File: src/rtl/clipper_pkg.sv
package clipper_pkg;
  // Strobes from the control to the datapath
  typedef struct packed {
    logic take;         // a sample is accepted this cycle
    logic clipAllowed;  // warm-up done and threshold non-zero
  } ctrlStrobe_t;
endpackage

File: src/rtl/clipper_ctrl.sv
module clipper_ctrl
  import clipper_pkg::*;
#(
  parameter int SHIFT_W = 3,
  parameter int THR_W   = 16,
  parameter int CNT_W   = 16
) (
  input  logic               clk,
  input  logic               rstN,
  input  logic               inValid,
  input  logic [SHIFT_W-1:0] cfgShift,
  input  logic [THR_W-1:0]   cfgThresh,
  input  logic               clipNow,
  output ctrlStrobe_t        strobe,
  output logic [CNT_W-1:0]   clipCount
);
  localparam int MAX_SHIFT = (1 << SHIFT_W) - 1;
  localparam int WARM_W    = MAX_SHIFT + 1;
  localparam logic [WARM_W-1:0] WARM_FULL = WARM_W'(1) << MAX_SHIFT;

  logic [WARM_W-1:0] warmCnt;
  logic [WARM_W-1:0] warmTarget;
  logic              warmDone;

  always_comb begin
    warmTarget         = WARM_W'(1) << cfgShift;
    warmDone           = warmCnt >= warmTarget;
    strobe.take        = inValid;
    strobe.clipAllowed = warmDone && (cfgThresh != '0);
  end

  always_ff @(posedge clk or negedge rstN) begin
    if (!rstN) begin
      warmCnt   <= '0;
      clipCount <= '0;
    end else begin
      if (strobe.take && warmCnt != WARM_FULL)
        warmCnt <= warmCnt + WARM_W'(1);
      if (strobe.take && clipNow && clipCount != '1)
        clipCount <= clipCount + CNT_W'(1);
    end
  end
endmodule

File: src/rtl/clipper_datapath.sv
module clipper_datapath
  import clipper_pkg::*;
#(
  parameter int DATA_W  = 9,
  parameter int SHIFT_W = 3,
  parameter int THR_W   = 16
) (
  input  logic                     clk,
  input  logic                     rstN,
  input  ctrlStrobe_t              strobe,
  input  logic signed [DATA_W-1:0] inSample,
  input  logic [SHIFT_W-1:0]       cfgShift,
  input  logic [THR_W-1:0]         cfgThresh,
  output logic                     clipNow,
  output logic                     outValid,
  output logic signed [DATA_W-1:0] outSample,
  output logic                     outClipped
);
  localparam int VAR_W  = 2 * DATA_W;
  localparam int PROD_W = VAR_W + THR_W;

  logic signed [DATA_W-1:0] meanQ;
  logic [VAR_W-1:0]         varQ;

  logic signed [DATA_W:0]   dev;
  logic [DATA_W-1:0]        absDev;
  logic [VAR_W-1:0]         sq;
  logic [PROD_W-1:0]        limit;
  logic                     overLimit;
  logic signed [DATA_W:0]   meanStep;
  logic signed [DATA_W-1:0] meanNext;
  logic signed [VAR_W:0]    varDiff;
  logic signed [VAR_W:0]    varStep;
  logic [VAR_W-1:0]         varNext;

  always_comb begin
    dev       = $signed({inSample[DATA_W-1], inSample}) - $signed({meanQ[DATA_W-1], meanQ});
    absDev    = DATA_W'(dev[DATA_W] ? -dev : dev);
    sq        = VAR_W'(absDev) * VAR_W'(absDev);
    limit     = PROD_W'(varQ) * PROD_W'(cfgThresh);
    overLimit = PROD_W'(sq) > limit;
    clipNow   = strobe.clipAllowed && overLimit;
    meanStep  = dev >>> cfgShift;
    meanNext  = DATA_W'($signed({meanQ[DATA_W-1], meanQ}) + meanStep);
    varDiff   = $signed({1'b0, sq}) - $signed({1'b0, varQ});
    varStep   = varDiff >>> cfgShift;
    varNext   = VAR_W'($signed({1'b0, varQ}) + varStep);
  end

  always_ff @(posedge clk or negedge rstN) begin
    if (!rstN) begin
      meanQ      <= '0;
      varQ       <= '0;
      outValid   <= 1'b0;
      outSample  <= '0;
      outClipped <= 1'b0;
    end else begin
      outValid   <= strobe.take;
      outClipped <= strobe.take && clipNow;
      if (strobe.take) begin
        outSample <= clipNow ? meanQ : inSample;
        if (!clipNow) begin
          meanQ <= meanNext;
          varQ  <= varNext;
        end
      end
    end
  end
endmodule

File: src/rtl/rfi_clipper.sv
module rfi_clipper
  import clipper_pkg::*;
#(
  parameter int DATA_W  = 9,
  parameter int SHIFT_W = 3,
  parameter int THR_W   = 16,
  parameter int CNT_W   = 16
) (
  input  logic                     clk,
  input  logic                     rstN,
  input  logic                     inValid,
  input  logic signed [DATA_W-1:0] inSample,
  input  logic [SHIFT_W-1:0]       cfgShift,
  input  logic [THR_W-1:0]         cfgThresh,
  output logic                     outValid,
  output logic signed [DATA_W-1:0] outSample,
  output logic                     outClipped,
  output logic [CNT_W-1:0]         clipCount
);
  ctrlStrobe_t strobe;
  logic        clipNow;

  clipper_ctrl #(.SHIFT_W(SHIFT_W), .THR_W(THR_W), .CNT_W(CNT_W)) u_ctrl (
    .clk(clk), .rstN(rstN), .inValid(inValid), .cfgShift(cfgShift),
    .cfgThresh(cfgThresh), .clipNow(clipNow), .strobe(strobe), .clipCount(clipCount)
  );

  clipper_datapath #(.DATA_W(DATA_W), .SHIFT_W(SHIFT_W), .THR_W(THR_W)) u_dp (
    .clk(clk), .rstN(rstN), .strobe(strobe), .inSample(inSample),
    .cfgShift(cfgShift), .cfgThresh(cfgThresh), .clipNow(clipNow),
    .outValid(outValid), .outSample(outSample), .outClipped(outClipped)
  );
endmodule

File: config.mk
export PLATFORM = sky130hd
export DESIGN_NAME = rfi_clipper
export DESIGN_NICKNAME = d
export VERILOG_FILES = /design/src/rtl/clipper_pkg.sv /design/src/rtl/clipper_ctrl.sv /design/src/rtl/clipper_datapath.sv /design/src/rtl/rfi_clipper.sv
export SDC_FILE = /design/constraint.sdc
export NUM_CORES = 1
export LEC_CHECK = 0
export BUFFER_PORTS_ARGS = -buffer_cell sky130_fd_sc_hd__buf_4
export CAP_MARGIN = 20
export CORE_ASPECT_RATIO = 0.9
export CORE_UTILIZATION = 55
export CTS_CLUSTER_SIZE = 12
export DETAILED_ROUTE_END_ITERATION = 10
export PLACE_DENSITY = 0.8
export SYNTH_ARGS = -nofsm -noshare
export SYNTH_HDL_FRONTEND = slang
export SYNTH_SLANG_ARGS = --single-unit
File: constraint.sdc
create_clock -name clk -period 12.35 [get_ports clk]
set_clock_uncertainty 0.15 [all_clocks]
set_input_delay 3.705 -clock clk [delete_from_list [all_inputs] [get_ports clk]]
set_output_delay 3.705 -clock clk [all_outputs]
set_load 0.01 [all_outputs]
==> impl_metrics.py <==
metrics = {
    "synth": {
        "post_synth_main_area_contributors": "fa_1, ha_1, dfrtp_1, inv_1, nand2_1",
        "yosys_register_bits": 62,
        "yosys.area_share.xor_xnor": 0.0559,
        "synth_area_per_cell_um2": 8.43,
        "portion_of_synthesized_cell_area_occupied_by_the_leading_cell_type": 0.284,
        "synthDominantAreaCellType": "fa_1",
        "yosys.area_share.adder": 0.435,
        "syn_inst": 2175,
        "cell_area_synth_mm2": 0.0183,
        "synth.net_count": 2688,
        "synth_compound_area_frac": 0.112,
        "dominant_combinational_cell_family_by_area_after_synthesis": "adder cells",
        "async_reset_ff_frac": 1.00,
        "simple_gate_share_of_the_synthesized_area": 0.177,
        "yosys.cell_types.count": 85,
        "yosysSeqAreaShare": 0.0846,
        "synth.yosys.warnings": 0,
        "synth.mux.area_fraction": 0.0390,
        "ys.flop_type": "dfrtp_1",
        "number_of_enable_type_register_cells_in_the_synthesized_netlist": 0,
    },
    "critical_path": {
        "launching_instance_or_port_of_the_critical_path": "inSample[1]",
        "reg_to_reg_slack_setup_ps": 2290,
        "worst_r2r_endpoint": "u_dp.varQ[17]$_DFFE_PN0P_",
        "crit_arrival_ps": 12880,
        "crit_path_max_incr_delay_ps": 510,
        "r2r_cells": 49,
        "setup_crit_end_kind": "flop",
        "required_time_of_the_critical_path_ps": 12410,
        "path_class": "input pin to flop",
        "timing.critical_path.mode_cell": "a21oi_2",
        "worstPathMaxFanout": 6,
        "regToRegStartpoint": "u_dp.meanQ[1]$_DFFE_PN0P_",
        "critical-path-slowest-cell": "fa_1",
        "worstSetupStartpointType": "input pin",
    },
    "detailed_routing": {
        "route.detailed.drc": 0,
        "drt_first_iter_violations": 1040,
        "tritonroute_pass_1_iters": 5,
        "vias": 16300,
        "ant_nets": 0,
        "viasPerCell": 5.82,
        "routed_wirelength_um": 50700,
        "wl_per_cell_um": 18.0,
    },
    "global_route": {
        "grt_first_pass_wirelength_um": 82900,
        "grt_max_degree": 63,
        "globalRouteOverflowTotal": 0,
        "grtUsageTotal": 0.300,
        "first_global_vias": 17200,
        "antenna_found_initial": 0,
    },
    "timing": {
        "timing_hold_violations_final": 0,
        "slew_viol_final": 0,
        "transition_time_of_the_tightest_slew_check_pin_ps": 939,
        "final.period_utilization": 1.04,
        "period_minus_slack_ps": 12830,
        "achievable_freq_mhz": 78.0,
        "slew_headroom": 0.374,
        "setup_repair_after_global_routing_missed_its_margin": "yes",
        "setup_slack_ps": -477,
        "setup_violations": 7,
    },
    "cells_and_area": {
        "area.growth.synth_to_final_pct": 20.3,
        "most-common-layout-cells": "inv_1, nand2_1, buf_4",
        "fin_nets": 2895,
        "finalInstanceArea_mm2": 0.0220,
        "final_common_cell": "inv_1",
        "final_cells": 2809,
        "fillCellCount": 2452,
        "drive_gt1_frac": 0.210,
        "post-route-util": 0.671,
        "antenna-diode-count": 0,
    },
    "floorplanning": {
        "ios": 58,
        "std_cell_rows": 63,
        "core_mm2": 0.0329,
        "initial_utilization": 0.558,
        "die_width_um": 194,
        "floorplan.die.height_um": 175,
        "die-area_mm2": 0.0341,
    },
    "clock_network": {
        "htreeDepth": 3,
        "cts-hold-fix-buffers": 0,
        "clk-insertion-delay-late_ps": 350,
        "max-clock-path-buffers": 2,
        "cts_buffers": 9,
        "cts-root-buf": "clkbuf_16",
        "tritoncts": "yes",
        "clk_pin_slew_ps": 60,
        "clock_sink_count": 62,
    },
    "hold_path": {
        "min_delay_worst_endpoint": "u_ctrl.clipCount[9]$_DFFE_PN0P_",
        "hold_path_class": "flop to flop",
        "holdPathStages": 1,
        "timing.hold.worst.start": "u_ctrl.clipCount[9]$_DFFE_PN0P_",
    },
    "run_status": {
        "failing_checks": "setup timing",
        "status": "complete, but fails checks",
    },
    "placed_design": {
        "io_buffer_count": 57,
        "place_ws_ps": -809,
        "place.gp.congestion": 0.970,
        "dpl.cell_count": 2762,
        "placedInstanceArea_mm2": 0.0209,
        "dp_hpwl_um": 39000,
    },
    "job": {
        "drv.max_cap_violation_count": 0,
    },
}
[worst max path at each step]
stage                                            to  slack, ps
final                     u_dp.varQ[17]$_DFFE_PN0P_       -480
after global routing      u_dp.varQ[17]$_DFFE_PN0P_       -870
after CTS                 u_dp.varQ[17]$_DFFE_PN0P_       -280
after detailed placement  u_dp.varQ[14]$_DFFE_PN0P_       -810
after global placement    u_dp.varQ[17]$_DFFE_PN0P_       -490
after floorplan           u_dp.varQ[17]$_DFFE_PN0P_       -260
[registers in the layout, indices dropped and copies added (netlist names)]
register / cells
u_dp.outClipped: 1
u_dp.meanQ: 9
u_dp.outSample: 9
u_ctrl.clipCount: 16
u_dp.outValid: 1
u_dp.varQ: 18
u_ctrl.warmCnt: 8
[logic make-up after synthesis]
logic type,Yosys count
AOI/OAI and AO/OA,310
xor gates and xnor gates,117
buffers and inverters,464
adders and majority gates,482
and+or+nand+nor,679
muxes,61
DFF,62
[per-layer routing]
metal	vias up	track usage	routed length (µm)
met5	-	0	0
met4	0	0.0966	1660
met3	136	0.0475	3670
met2	647	0.511	24100
met1	8107	0.392	21200
li1	7448	-	-
[synth_stat cells (4+ instances only)]
cell / number
o211ai_1: 13
fa_1: 260
nand4_1: 12
buf_2: 6
nor3_1: 29
nor4_1: 11
buf_1: 10
o31ai_1: 6
or3_1: 10
xor2_1: 59
nor2_1: 96
nand3_1: 48
a21o_1: 37
a211oi_1: 14
clkinv_1: 4
mux4_2: 6
inv_1: 366
dfrtp_1: 62
o21bai_1: 9
and2_1: 98
nor2b_1: 8
ha_1: 222
and3_1: 13
a211o_1: 4
a31oi_1: 6
o311ai_0: 9
o22ai_1: 5
or2_2: 11
o41ai_1: 6
nand2b_1: 16
mux2_2: 13
o21ai_0: 59
o2111ai_1: 4
clkbuf_1: 75
xnor2_1: 58
mux2i_1: 37
o21a_1: 11
a21oi_1: 86
nand2_1: 306
[area by class of cell]
class	instances	area [µm²]	share of cell area
Tap cell	422	528	0.0240
Sequential cell	62	1550	0.0704
Timing Repair Buffer	289	2250	0.102
Inverter	371	1410	0.0640
Multi-Input combinational cell	1649	16000	0.725
Clock buffer	9	225	0.0102
Clock inverter	7	103	0.00465
[metrics by stage]
| stage | hold slack [ps] | setup TNS [ps] |
|---|---|---|
| 3_5_place_dp | 328 | -16940 |
| 6_report | 355 | -1760 |
| 3_3_place_gp | 322 | -3400 |
| 2_1_floorplan | 296 | -495 |
| 4_1_cts | 339 | -533 |
| 5_1_grt | 361 | -17290 |
[timing repair]
action / CTS / global route
cloned: 0 / 1
resized for setup: 34 / 102
endpoints found under the hold margin: 0 / 0
setup endpoints to repair: 38 / 53
setup buffers: 21 / 12
pin swaps: 39 / 59
[worst max-delay path, delay by kind of cell]
family                   cells  cell delay, ps
XOR/XNOR                     5             700
AO/OA/AOI/OAI               17            2680
buffers and inverters        9             900
multiplexers                 1             260
AND/OR/NAND/NOR              9            1640
adder cells (fa/ha/maj)      8            2990
Power is left out: the tool's default activity adds up to more than one toggle a clock period on the data nets, which glitch-free logic cannot reach.
